$ cat config.mk
export PLATFORM = sky130hd
export DESIGN_NAME = sdx_block_engine
export DESIGN_NICKNAME = d
export VERILOG_FILES = /design/src/rtl/sdx_pkg.sv /design/src/rtl/sdx_addr_scale.sv /design/src/rtl/sdx_limit_counter.sv /design/src/rtl/sdx_token_decode.sv /design/src/rtl/sdx_block_engine.sv
export SDC_FILE = /design/constraint.sdc
export NUM_CORES = 1
export LEC_CHECK = 0
export BUFFER_PORTS_ARGS = -buffer_cell sky130_fd_sc_hd__buf_4
export CAP_MARGIN = 10
export CORE_ASPECT_RATIO = 1.4
export CORE_MARGIN = 3
export CORE_UTILIZATION = 49
export DETAILED_ROUTE_END_ITERATION = 6
export HOLD_SLACK_MARGIN = 0.12
export PLACE_DENSITY_LB_ADDON = 0.15
export SETUP_SLACK_MARGIN = 0.3
export SYNTH_ARGS = -nofsm -noshare
export SYNTH_HDL_FRONTEND = slang
export SYNTH_SLANG_ARGS = --single-unit
$ cat constraint.sdc
create_clock -name clk -period 2.3 [get_ports clk]
set_clock_uncertainty 0.05 [all_clocks]
set_input_delay 0.115 -clock clk [delete_from_list [all_inputs] [get_ports clk]]
set_output_delay 0.115 -clock clk [all_outputs]
set_load 0.01 [all_outputs]
$ cat src/rtl/sdx_pkg.sv
package sdx_pkg;
  typedef enum logic [2:0] {
    SDX_OK      = 3'd0,
    SDX_CRC_REJ = 3'd1,
    SDX_WR_REJ  = 3'd2,
    SDX_BAD_TOK = 3'd3,
    SDX_HUNT_TO = 3'd4,
    SDX_BUSY_TO = 3'd5
  } sdx_err_e;

  typedef enum logic [2:0] {
    ST_IDLE, ST_HUNT, ST_STOK, ST_DATA, ST_CRC, ST_RESP, ST_BUSY, ST_TAIL
  } sdx_state_e;

  localparam logic [7:0] SDX_START_TOK = 8'hFE;
  localparam logic [7:0] SDX_IDLE_BYTE = 8'hFF;
endpackage

$ cat src/rtl/sdx_addr_scale.sv
module sdx_addr_scale #(
  parameter int BLK_W        = 32,
  parameter int ADDR_W       = 32,
  parameter int SECTOR_BYTES = 512
) (
  input  logic              clk,
  input  logic              rst,
  input  logic              load,
  input  logic [BLK_W-1:0]  blk,
  input  logic              blk_mode,
  output logic [ADDR_W-1:0] addr
);
  localparam int SECT_SH = $clog2(SECTOR_BYTES);

  logic [ADDR_W-1:0] byte_addr;
  generate
    if (SECT_SH == 0) begin : g_noshift
      assign byte_addr = ADDR_W'(blk);
    end else begin : g_shift
      assign byte_addr = ADDR_W'(blk) << SECT_SH;
    end
  endgenerate

  always_ff @(posedge clk) begin
    if (rst)       addr <= '0;
    else if (load) addr <= blk_mode ? ADDR_W'(blk) : byte_addr;
  end

  // block-addressed load keeps the raw number's low bit
  assert_addr_raw_R2: assert property (@(posedge clk) disable iff (rst)
    (load && blk_mode) |=> (addr[0] == $past(blk[0])));
endmodule

$ cat src/rtl/sdx_limit_counter.sv
module sdx_limit_counter #(
  parameter int LIMIT = 4096
) (
  input  logic clk,
  input  logic rst,
  input  logic clr,
  input  logic inc,
  output logic at_last
);
  localparam int CW = (LIMIT < 2) ? 1 : $clog2(LIMIT);

  logic [CW-1:0] cnt;

  always_ff @(posedge clk) begin
    if (rst || clr) cnt <= '0;
    else if (inc)   cnt <= cnt + 1'b1;
  end

  assign at_last = (cnt == CW'(LIMIT - 1));

  // the owner must stop counting once the limit is reached
  assert_no_wrap_R5: assert property (@(posedge clk) disable iff (rst)
    !(inc && at_last && !clr));
endmodule

$ cat src/rtl/sdx_token_decode.sv
module sdx_token_decode
  import sdx_pkg::*;
(
  input  logic [4:0] tok,
  output sdx_err_e   verdict
);
  always_comb begin
    case (tok)
      5'b00101: verdict = SDX_OK;
      5'b01011: verdict = SDX_CRC_REJ;
      5'b01101: verdict = SDX_WR_REJ;
      default:  verdict = SDX_BAD_TOK;
    endcase
  end
endmodule

$ cat src/rtl/sdx_block_engine.sv
module sdx_block_engine
  import sdx_pkg::*;
#(
  parameter int BLOCK_BYTES  = 512,
  parameter int SECTOR_BYTES = 512,
  parameter int BLK_W        = 32,
  parameter int ADDR_W       = 32,
  parameter int HUNT_LIMIT   = 5000,
  parameter int BUSY_LIMIT   = 100000
) (
  input  logic              clk,
  input  logic              rst,
  input  logic              start,
  input  logic              dir_write,
  input  logic [BLK_W-1:0]  blk_num,
  input  logic              blk_addr_mode,
  output logic [ADDR_W-1:0] card_addr,
  output logic              active,
  output logic              done,
  output logic [2:0]        err_code,
  output logic              cs_n,
  output logic              xg_go,
  output logic [7:0]        xg_tx,
  input  logic              xg_ack,
  input  logic [7:0]        xg_rx,
  output logic              rd_valid,
  output logic [7:0]        rd_data,
  input  logic              rd_ready,
  input  logic              wr_valid,
  input  logic [7:0]        wr_data,
  output logic              wr_ready
);
  localparam int CNT_W = (BLOCK_BYTES < 2) ? 1 : $clog2(BLOCK_BYTES);
  localparam logic [CNT_W-1:0] LAST_IDX = CNT_W'(BLOCK_BYTES - 1);

  sdx_state_e       state;
  sdx_err_e         err_q, tok_verdict;
  logic             pend, is_wr;
  logic [CNT_W-1:0] cnt;
  logic             issue, got;
  logic [7:0]       tx_next;
  logic             hunt_last, busy_last, hunt_inc, busy_inc;
  logic             launch;

  assign launch = (state == ST_IDLE) && start;
  assign got    = pend && xg_ack;

  sdx_addr_scale #(
    .BLK_W(BLK_W), .ADDR_W(ADDR_W), .SECTOR_BYTES(SECTOR_BYTES)
  ) i_addr (
    .clk(clk), .rst(rst), .load(launch), .blk(blk_num),
    .blk_mode(blk_addr_mode), .addr(card_addr)
  );

  assign hunt_inc = got && (state == ST_HUNT) && (xg_rx != SDX_START_TOK) && !hunt_last;
  assign busy_inc = got && (state == ST_BUSY) && (xg_rx == 8'h00) && !busy_last;

  sdx_limit_counter #(.LIMIT(HUNT_LIMIT)) i_hunt_cnt (
    .clk(clk), .rst(rst), .clr(state != ST_HUNT), .inc(hunt_inc), .at_last(hunt_last)
  );

  sdx_limit_counter #(.LIMIT(BUSY_LIMIT)) i_busy_cnt (
    .clk(clk), .rst(rst), .clr(state != ST_BUSY), .inc(busy_inc), .at_last(busy_last)
  );

  sdx_token_decode i_tok (.tok(xg_rx[4:0]), .verdict(tok_verdict));

  // next exchange: payload exchanges wait for stream space or data
  always_comb begin
    issue = (state != ST_IDLE) && !pend;
    if (state == ST_DATA) issue = issue && (is_wr ? wr_valid : !rd_valid);
    if (state == ST_STOK)                tx_next = SDX_START_TOK;
    else if (state == ST_DATA && is_wr)  tx_next = wr_data;
    else                                 tx_next = SDX_IDLE_BYTE;
  end

  assign wr_ready = (state == ST_DATA) && is_wr && !pend;
  assign active   = (state != ST_IDLE);
  assign err_code = err_q;

  always_ff @(posedge clk) begin
    if (rst) begin
      state    <= ST_IDLE;
      pend     <= 1'b0;
      is_wr    <= 1'b0;
      cnt      <= '0;
      xg_go    <= 1'b0;
      xg_tx    <= SDX_IDLE_BYTE;
      cs_n     <= 1'b1;
      rd_valid <= 1'b0;
      rd_data  <= 8'h00;
      done     <= 1'b0;
      err_q    <= SDX_OK;
    end else begin
      xg_go <= 1'b0;
      done  <= 1'b0;
      if (rd_valid && rd_ready) rd_valid <= 1'b0;

      if (launch) begin
        is_wr <= dir_write;
        cs_n  <= 1'b0;
        err_q <= SDX_OK;
        cnt   <= '0;
        state <= dir_write ? ST_STOK : ST_HUNT;
      end

      if (issue) begin
        xg_go <= 1'b1;
        pend  <= 1'b1;
        xg_tx <= tx_next;
      end

      if (got) begin
        pend <= 1'b0;
        case (state)
          ST_HUNT: begin
            if (xg_rx == SDX_START_TOK) begin
              state <= ST_DATA;
              cnt   <= '0;
            end else if (hunt_last) begin
              err_q <= SDX_HUNT_TO;
              cs_n  <= 1'b1;
              state <= ST_TAIL;
            end
          end
          ST_STOK: begin
            state <= ST_DATA;
            cnt   <= '0;
          end
          ST_DATA: begin
            if (!is_wr) begin
              rd_valid <= 1'b1;
              rd_data  <= xg_rx;
            end
            if (cnt == LAST_IDX) begin
              cnt   <= '0;
              state <= ST_CRC;
            end else begin
              cnt <= cnt + 1'b1;
            end
          end
          ST_CRC: begin
            if (cnt[0]) begin
              cnt <= '0;
              if (is_wr) begin
                state <= ST_RESP;
              end else begin
                cs_n  <= 1'b1;
                state <= ST_TAIL;
              end
            end else begin
              cnt <= cnt + 1'b1;
            end
          end
          ST_RESP: begin
            if (tok_verdict == SDX_OK) begin
              state <= ST_BUSY;
            end else begin
              err_q <= tok_verdict;
              cs_n  <= 1'b1;
              state <= ST_TAIL;
            end
          end
          ST_BUSY: begin
            if (xg_rx != 8'h00) begin
              cs_n  <= 1'b1;
              state <= ST_TAIL;
            end else if (busy_last) begin
              err_q <= SDX_BUSY_TO;
              cs_n  <= 1'b1;
              state <= ST_TAIL;
            end
          end
          ST_TAIL: begin
            done  <= 1'b1;
            state <= ST_IDLE;
          end
          default: state <= ST_IDLE;
        endcase
      end
    end
  end

  // a presented read byte waits for the consumer
  assert_rd_hold_R3: assert property (@(posedge clk) disable iff (rst)
    (rd_valid && !rd_ready) |=> (rd_valid && $stable(rd_data)));

  // completion is a single-cycle pulse
  assert_done_pulse_R4: assert property (@(posedge clk) disable iff (rst)
    done |=> !done);

  // select is released whenever the engine is idle
  assert_cs_idle_R10: assert property (@(posedge clk) disable iff (rst)
    (state == ST_IDLE) |-> cs_n);

  // the final exchange goes out with select released
  assert_tail_cs_R10: assert property (@(posedge clk) disable iff (rst)
    (done) |-> $past(cs_n));

  // no second request while one is outstanding
  assert_one_inflight_R11: assert property (@(posedge clk) disable iff (rst)
    (xg_go && !xg_ack) |=> !xg_go);
endmodule

## After elaboration in Yosys (flattened, before gate mapping)

Index checks and enable logic that the tools add are counted.

- Add/sub/neg operators: 3
- $mul: 0
- Div/mod/pow operators: 0
- $lt $le $gt $ge: 0
- Equal/unequal tests: 17
- Shift-type cells: 0
- Mux-type cells: 48
- Bitwise gates (word level): 2
- Reduce and logical (&&, ||, !) cells: 27

Operators by type and width:

| cell | number |
|---|---|
| 2-to-1 mux 3 bit | 15 |
| 2-to-1 mux 9 bit | 5 |
| case mux 9 bit (4 select lines) | 1 |
| 2-to-1 mux 32 bit | 1 |
| 2-to-1 mux 1 bit | 18 |
| case mux 3 bit (6 select lines) | 1 |
| adder 17 x 1 -> 17 bit (second input constant) | 1 |
| == test 17 bit (second input constant) | 1 |
| 2-to-1 mux 8 bit | 2 |
| adder 13 x 1 -> 13 bit (second input constant) | 1 |
| == test 13 bit (second input constant) | 1 |
| logical AND 1 bit | 13 |
| == test 3 bit (second input constant) | 4 |
| == test 5 x 4 -> 1 bit (second input constant) | 2 |
| adder 9 x 1 -> 9 bit (second input constant) | 1 |
| == test 9 bit (second input constant) | 1 |
| case mux 3 bit (3 select lines) | 1 |
| == test 8 bit (second input constant) | 1 |
| zero test 8 bit | 1 |
| inequality test 8 bit (second input constant) | 1 |
| nonzero test 8 bit | 1 |
| == test 3 x 2 -> 1 bit (second input constant) | 2 |
| zero test 3 bit | 2 |
| case mux 2 bit (3 select lines) | 1 |
| other kinds (12) | 19 |

- Register bits: 99
- Bits in latches: 0
- Bits in writable memories: 0
- Bits in read-only memories: 0
- Output and inout bits: 57
- Logic and storage cells: 111
- Memories kept: 0

## Depth between registers and ports, before layout

- Depth in word-level cells: 7
- Gate-level depth with buffers: 9
- Mapped depth without buffers: 9

## Modules after synthesis

A second synthesis with hierarchy kept.

- Cells, all modules: 566
- Area, all modules: 4969.8 um^2

Modules (own cells, without submodules):

| module | instances | cells each | area an instance (um^2) |
|---|---|---|---|
| sdx_block_engine | 1 | 247 | 2019.4 |
| sdx_addr_scale | 1 | 142 | 1382.6 |
| sdx_limit_counter at i_busy_cnt | 1 | 98 | 873.3 |
| sdx_limit_counter at i_hunt_cnt | 1 | 72 | 648.1 |
| sdx_token_decode | 1 | 7 | 46.3 |

## Worst setup path before layout

Ideal clock, no wire load.

- Path type: flip-flop to flip-flop
- Start: reg cnt[0]
- End: reg cnt[2]
- Library setup time: 0.070 ns
- Data arrival time: 2.161 ns
- Required time: 2.180 ns
- Slack: 0.018 ns
- Cell stages (with the launch flop): 9
- Period minus slack after synthesis: 2.282 ns
- Path through: dfxtp_1 -> ha_1 -> and3_1 -> and3_1 -> ha_1 -> and4bb_2 -> o2111ai_1 -> or3b_1 -> a21oi_1

- Word-level cells in the longest chain between the ends: 4

Ends and longest elaborated chain:

| what | line | source |
|---|---|---|
| from (decl) | sdx_block_engine.sv:39 | `logic [CNT_W-1:0] cnt;` |
| from (signal assigned) | sdx_block_engine.sv:139 | `cnt <= cnt + 1'b1;` |
| from (signal assigned) | sdx_block_engine.sv:152 | `cnt <= cnt + 1'b1;` |
| adder 9 x 1 -> 9 bit / == test 9 bit (equally long branches) | sdx_block_engine.sv:139, sdx_block_engine.sv:152, sdx_block_engine.sv:135 |  |
| 2-to-1 mux 9 bit (on tied branches) | sdx_block_engine.sv:143, sdx_block_engine.sv:135 |  |
| case mux 9 bit (4 select lines) * | sdx_block_engine.sv:115 | `case (state)` |
| 2-to-1 mux 9 bit * | sdx_block_engine.sv:113 | `if (got) begin` |

Mark *: on every way between the ends. The rest lies on a longest branch, timed or not.
A chain may end at the register's enable or synchronous reset.

## Final worst setup path

- Start: reg cnt[4]
- End: reg cnt[6]

The elaborated chain is that of the path after synthesis.

==> results.json <==
{
  "area_delta_synth_final_pct": 47.4,
  "synth_nets": 628,
  "tightest_slew_ns": 0.890,
  "rsz0062_at_grt": "true",
  "hold_viol": 0,
  "yosysWarnings": 0,
  "synth_area_leaders": "dfxtp_1 (41%), nor2_1 (7.2%), mux2i_1 (6.4%), xnor2_1 (5.1%), a211oi_1 (3.7%)",
  "insertedDiodeCount": 0,
  "pre_cts_slack_ns": 0.0886,
  "setup-violations-final": 0,
  "grt_max_degree": 57,
  "cp.required_ns": 2.52,
  "synth_top_area_share_pct": 41.1,
  "synth_seq_cells": 99,
  "vias": 4932,
  "port_buffers": 112,
  "die_y_microns": 123,
  "yosys.area_share.simple_pct": 27.9,
  "cts_sinks": 99,
  "synth-adder-area-share_pct": 1.30,
  "crit_top_cell": "and3_4",
  "finalMaxSlewViolations": 0,
  "p_leak_nw": 2.75,
  "cts_tree": "done",
  "cp.arrival_ns": 2.41,
  "status": "completed",
  "drc": 0,
  "clk_path_buf_depth": 2,
  "routed_wl_microns": 14600,
  "p_switching_mw": 1.02,
  "synth-seq-area-share_pct": 41.1,
  "cts-root-buf": "clkbuf_16",
  "postRouteAntennaNets": 0,
  "synth_xor_xnor_area_share_pct": 5.09,
  "synth_top_family_by_area": "simple AND/OR/NAND/NOR gates",
  "muxShareOfSynthArea_pct": 6.44,
  "yosysTopAreaCell": "dfxtp_1",
  "drtIter0Drc": 289,
  "io_pins": 113,
  "fin_crit_ns": 2.19,
  "p_total_mw": 4.08,
  "drv_cap": 0,
  "power_frac_seq_pct": 44.9,
  "coreArea_sq_um": 9510,
  "rows": 42,
  "grt_pass1_wl_microns": 22900,
  "nets": 817,
  "path_buf_inv": 0,
  "syn_avg_cell_area_sq_um": 8.50,
  "synth_ff_type": "dfxtp_1",
  "yosysUniqueCellTypes": 59,
  "first_pass_iters": 5,
  "hold-worst-slack_ns": 0.160,
  "synth_compound_area_share_pct": 14.3,
  "hold_class": "in -> reg",
  "slew_headroom_pct": 40.1,
  "synth_edf_count": 0,
  "die-area_sq_um": 11100,
  "synthCells": 567,
  "max_stage_delay_ns": 0.40,
  "async_flop_share_pct": 0,
  "wl_per_cell_microns": 16.3,
  "startpoint_type": "flop",
  "avgViaCountPerCell": 5.52,
  "critPathTopFamily": "simple AND/OR/NAND/NOR gates",
  "antenna_found_initial": 0,
  "fin_area_sq_um": 7100,
  "combPwrFrac_pct": 17.1,
  "p_per_area_nw_per_um2": 574,
  "grt_pass1_vias": 4787,
  "path_max_fanout": 6,
  "min_period_over_period_pct": 95.4,
  "synth_area_sq_um": 4820,
  "grt_usage_pct": 25.1,
  "initial_core_util_pct": 50.7,
  "cts-buffers-inserted": 9,
  "p_int_mw": 3.06,
  "overflow": 0,
  "power_frac_clock_pct": 38.0,
  "path_cells": "and3_4, and3_4, and3_4, ha_4, and4bb_2, o2111ai_4, or3b_1, a21oi_1",
  "place_area_sq_um": 5900,
  "fin_ws_ns": 0.105,
  "htree_levels": 3,
  "clock_latency_ns": 0.34,
  "ir_drop_uv": 474,
  "gp_congestion": 0.890,
  "layout-drive-gt1-share_pct": 29.6,
  "clock.fmax_mhz": 456,
  "clkTransAtPathRegs_ns": 0.07,
  "swShare_pct": 24.9,
  "path_class": "reg -> reg",
  "die_w_microns": 89.8,
  "place_hpwl_microns": 9030,
  "fin_tns_setup_ns": 0,
  "crit_slowest_cell": "or3b_1",
  "worstSetupEndpointType": "flop"
}
path summary, 6_finish.rpt:
kind	slack, ns	to	start	cells after the start
worst max-delay path	0.11	cnt[6]	cnt[4]	8
worst min register to register	0.40	i_addr.addr[8]	i_addr.addr[8]	2
worst max register to register	0.11	cnt[6]	cnt[4]	8
worst min-delay path	0.16	rd_data[6]	rst	2
cells in the mapped netlist (13+ instances only):
cell,number
a211oi_1,24
a21oi_1,31
o21ai_0,21
nor2_1,93
mux2i_1,31
nand3_1,27
nor4_1,13
xnor2_1,28
nand2_1,38
dfxtp_1,99
clkbuf_1,22
nor3_1,14
placed cells by master (no fill, tap or decap), types with 3 or more instances in the layout:
master | Yosys | layout
a21oi_2 | 1 | 3
and3_1 | 10 | 5
mux2i_1 | 31 | 31
nor4_2 | 0 | 5
buf_6 | 1 | 3
or3_1 | 3 | 3
clkbuf_1 | 22 | 3
nand2b_1 | 5 | 5
nor3_1 | 14 | 12
clkbuf_8 | 0 | 3
clkbuf_16 | 0 | 9
xnor2_1 | 28 | 28
and4_1 | 6 | 5
a21oi_1 | 31 | 29
o21ai_0 | 21 | 17
and3_4 | 0 | 4
a31oi_1 | 8 | 8
nand2_1 | 38 | 38
ha_1 | 5 | 3
nor4_1 | 13 | 8
dfxtp_2 | 0 | 4
dfxtp_1 | 99 | 93
nor2_1 | 93 | 91
o21ai_1 | 1 | 3
buf_4 | 1 | 149
nor3b_1 | 4 | 3
or2_2 | 8 | 8
inv_1 | 9 | 8
nor4b_1 | 4 | 3
a211oi_1 | 24 | 24
nand4_1 | 7 | 7
dlygate4sd3_1 | 0 | 58
nand3_1 | 27 | 27
power by group through the flow:
stage               combinational [mW]  sequential [mW]  clock (mW)
floorplan                        0.277             1.89           0
global placement                 0.565             1.86           0
detailed placement               0.574             1.87           0
CTS                              0.668             1.83        1.57
global route                     0.752             1.84        1.64
finish                           0.697             1.83        1.55
cells by family (layout without fill, tap and decap cells):
group           Yosys count  after routing
fa+ha+maj                 5              5
buf+inv                  44            237
flops                    99             99
xor+xnor                 28             28
simple gates            254            255
compound gates          106            106
mux                      31             31
worst reg2reg max path: stages (launching register included):
cell	delay, ns
dfxtp_2	0.32
and3_4	0.17
and3_4	0.17
and3_4	0.18
ha_4	0.15
and4bb_2	0.33
o2111ai_4	0.19
or3b_1	0.40
a21oi_1	0.15
sequential cells by signal, indices dropped and copies added, names as in the netlist, 3 cells and up:
name and count:
i_busy_cnt.cnt 17, cnt 9, state 3, rd_data 8, i_hunt_cnt.cnt 13, xg_tx 8, err_code 3, i_addr.addr 32
final cells by class:
type | count | area [sq um]
multi-input cells | 425 | 2830
clock buffers | 15 | 278
well taps | 132 | 165
repair buffers | 212 | 1770
flip-flops and latches | 99 | 1990
inverters | 9 | 33.8
clock inverters | 1 | 30.0
fillers | 682 | 2410
routing by layer:
| metal | GRT usage [%] | vias up | routed length, microns |
|---|---|---|---|
| met5 | 0 | - | 0 |
| met4 | 8.82 | 0 | 278 |
| met3 | 4.87 | 24 | 754 |
| met2 | 46.8 | 182 | 7670 |
| met1 | 28.7 | 2318 | 5870 |
| li1 | - | 2408 | - |
per-stage QoR:
step           utilization, %  cells
3_5_place_dp             62.0    796
4_1_cts                  72.6    883
3_3_place_gp             62.0    796
2_1_floorplan               -    567
5_1_grt                  74.7    893
6_report                 74.7    893
repair_timing:
item / CTS / global route
setup buffers: 13 / 9
resized for setup: 13 / 29
hold endpoints to repair: 49 / 0
endpoints found under the setup margin: 15 / 37
hold buffers: 58 / 0
gates cloned: 0 / 1
pin swaps: 9 / 13
(Power assumes the default switching activity.)
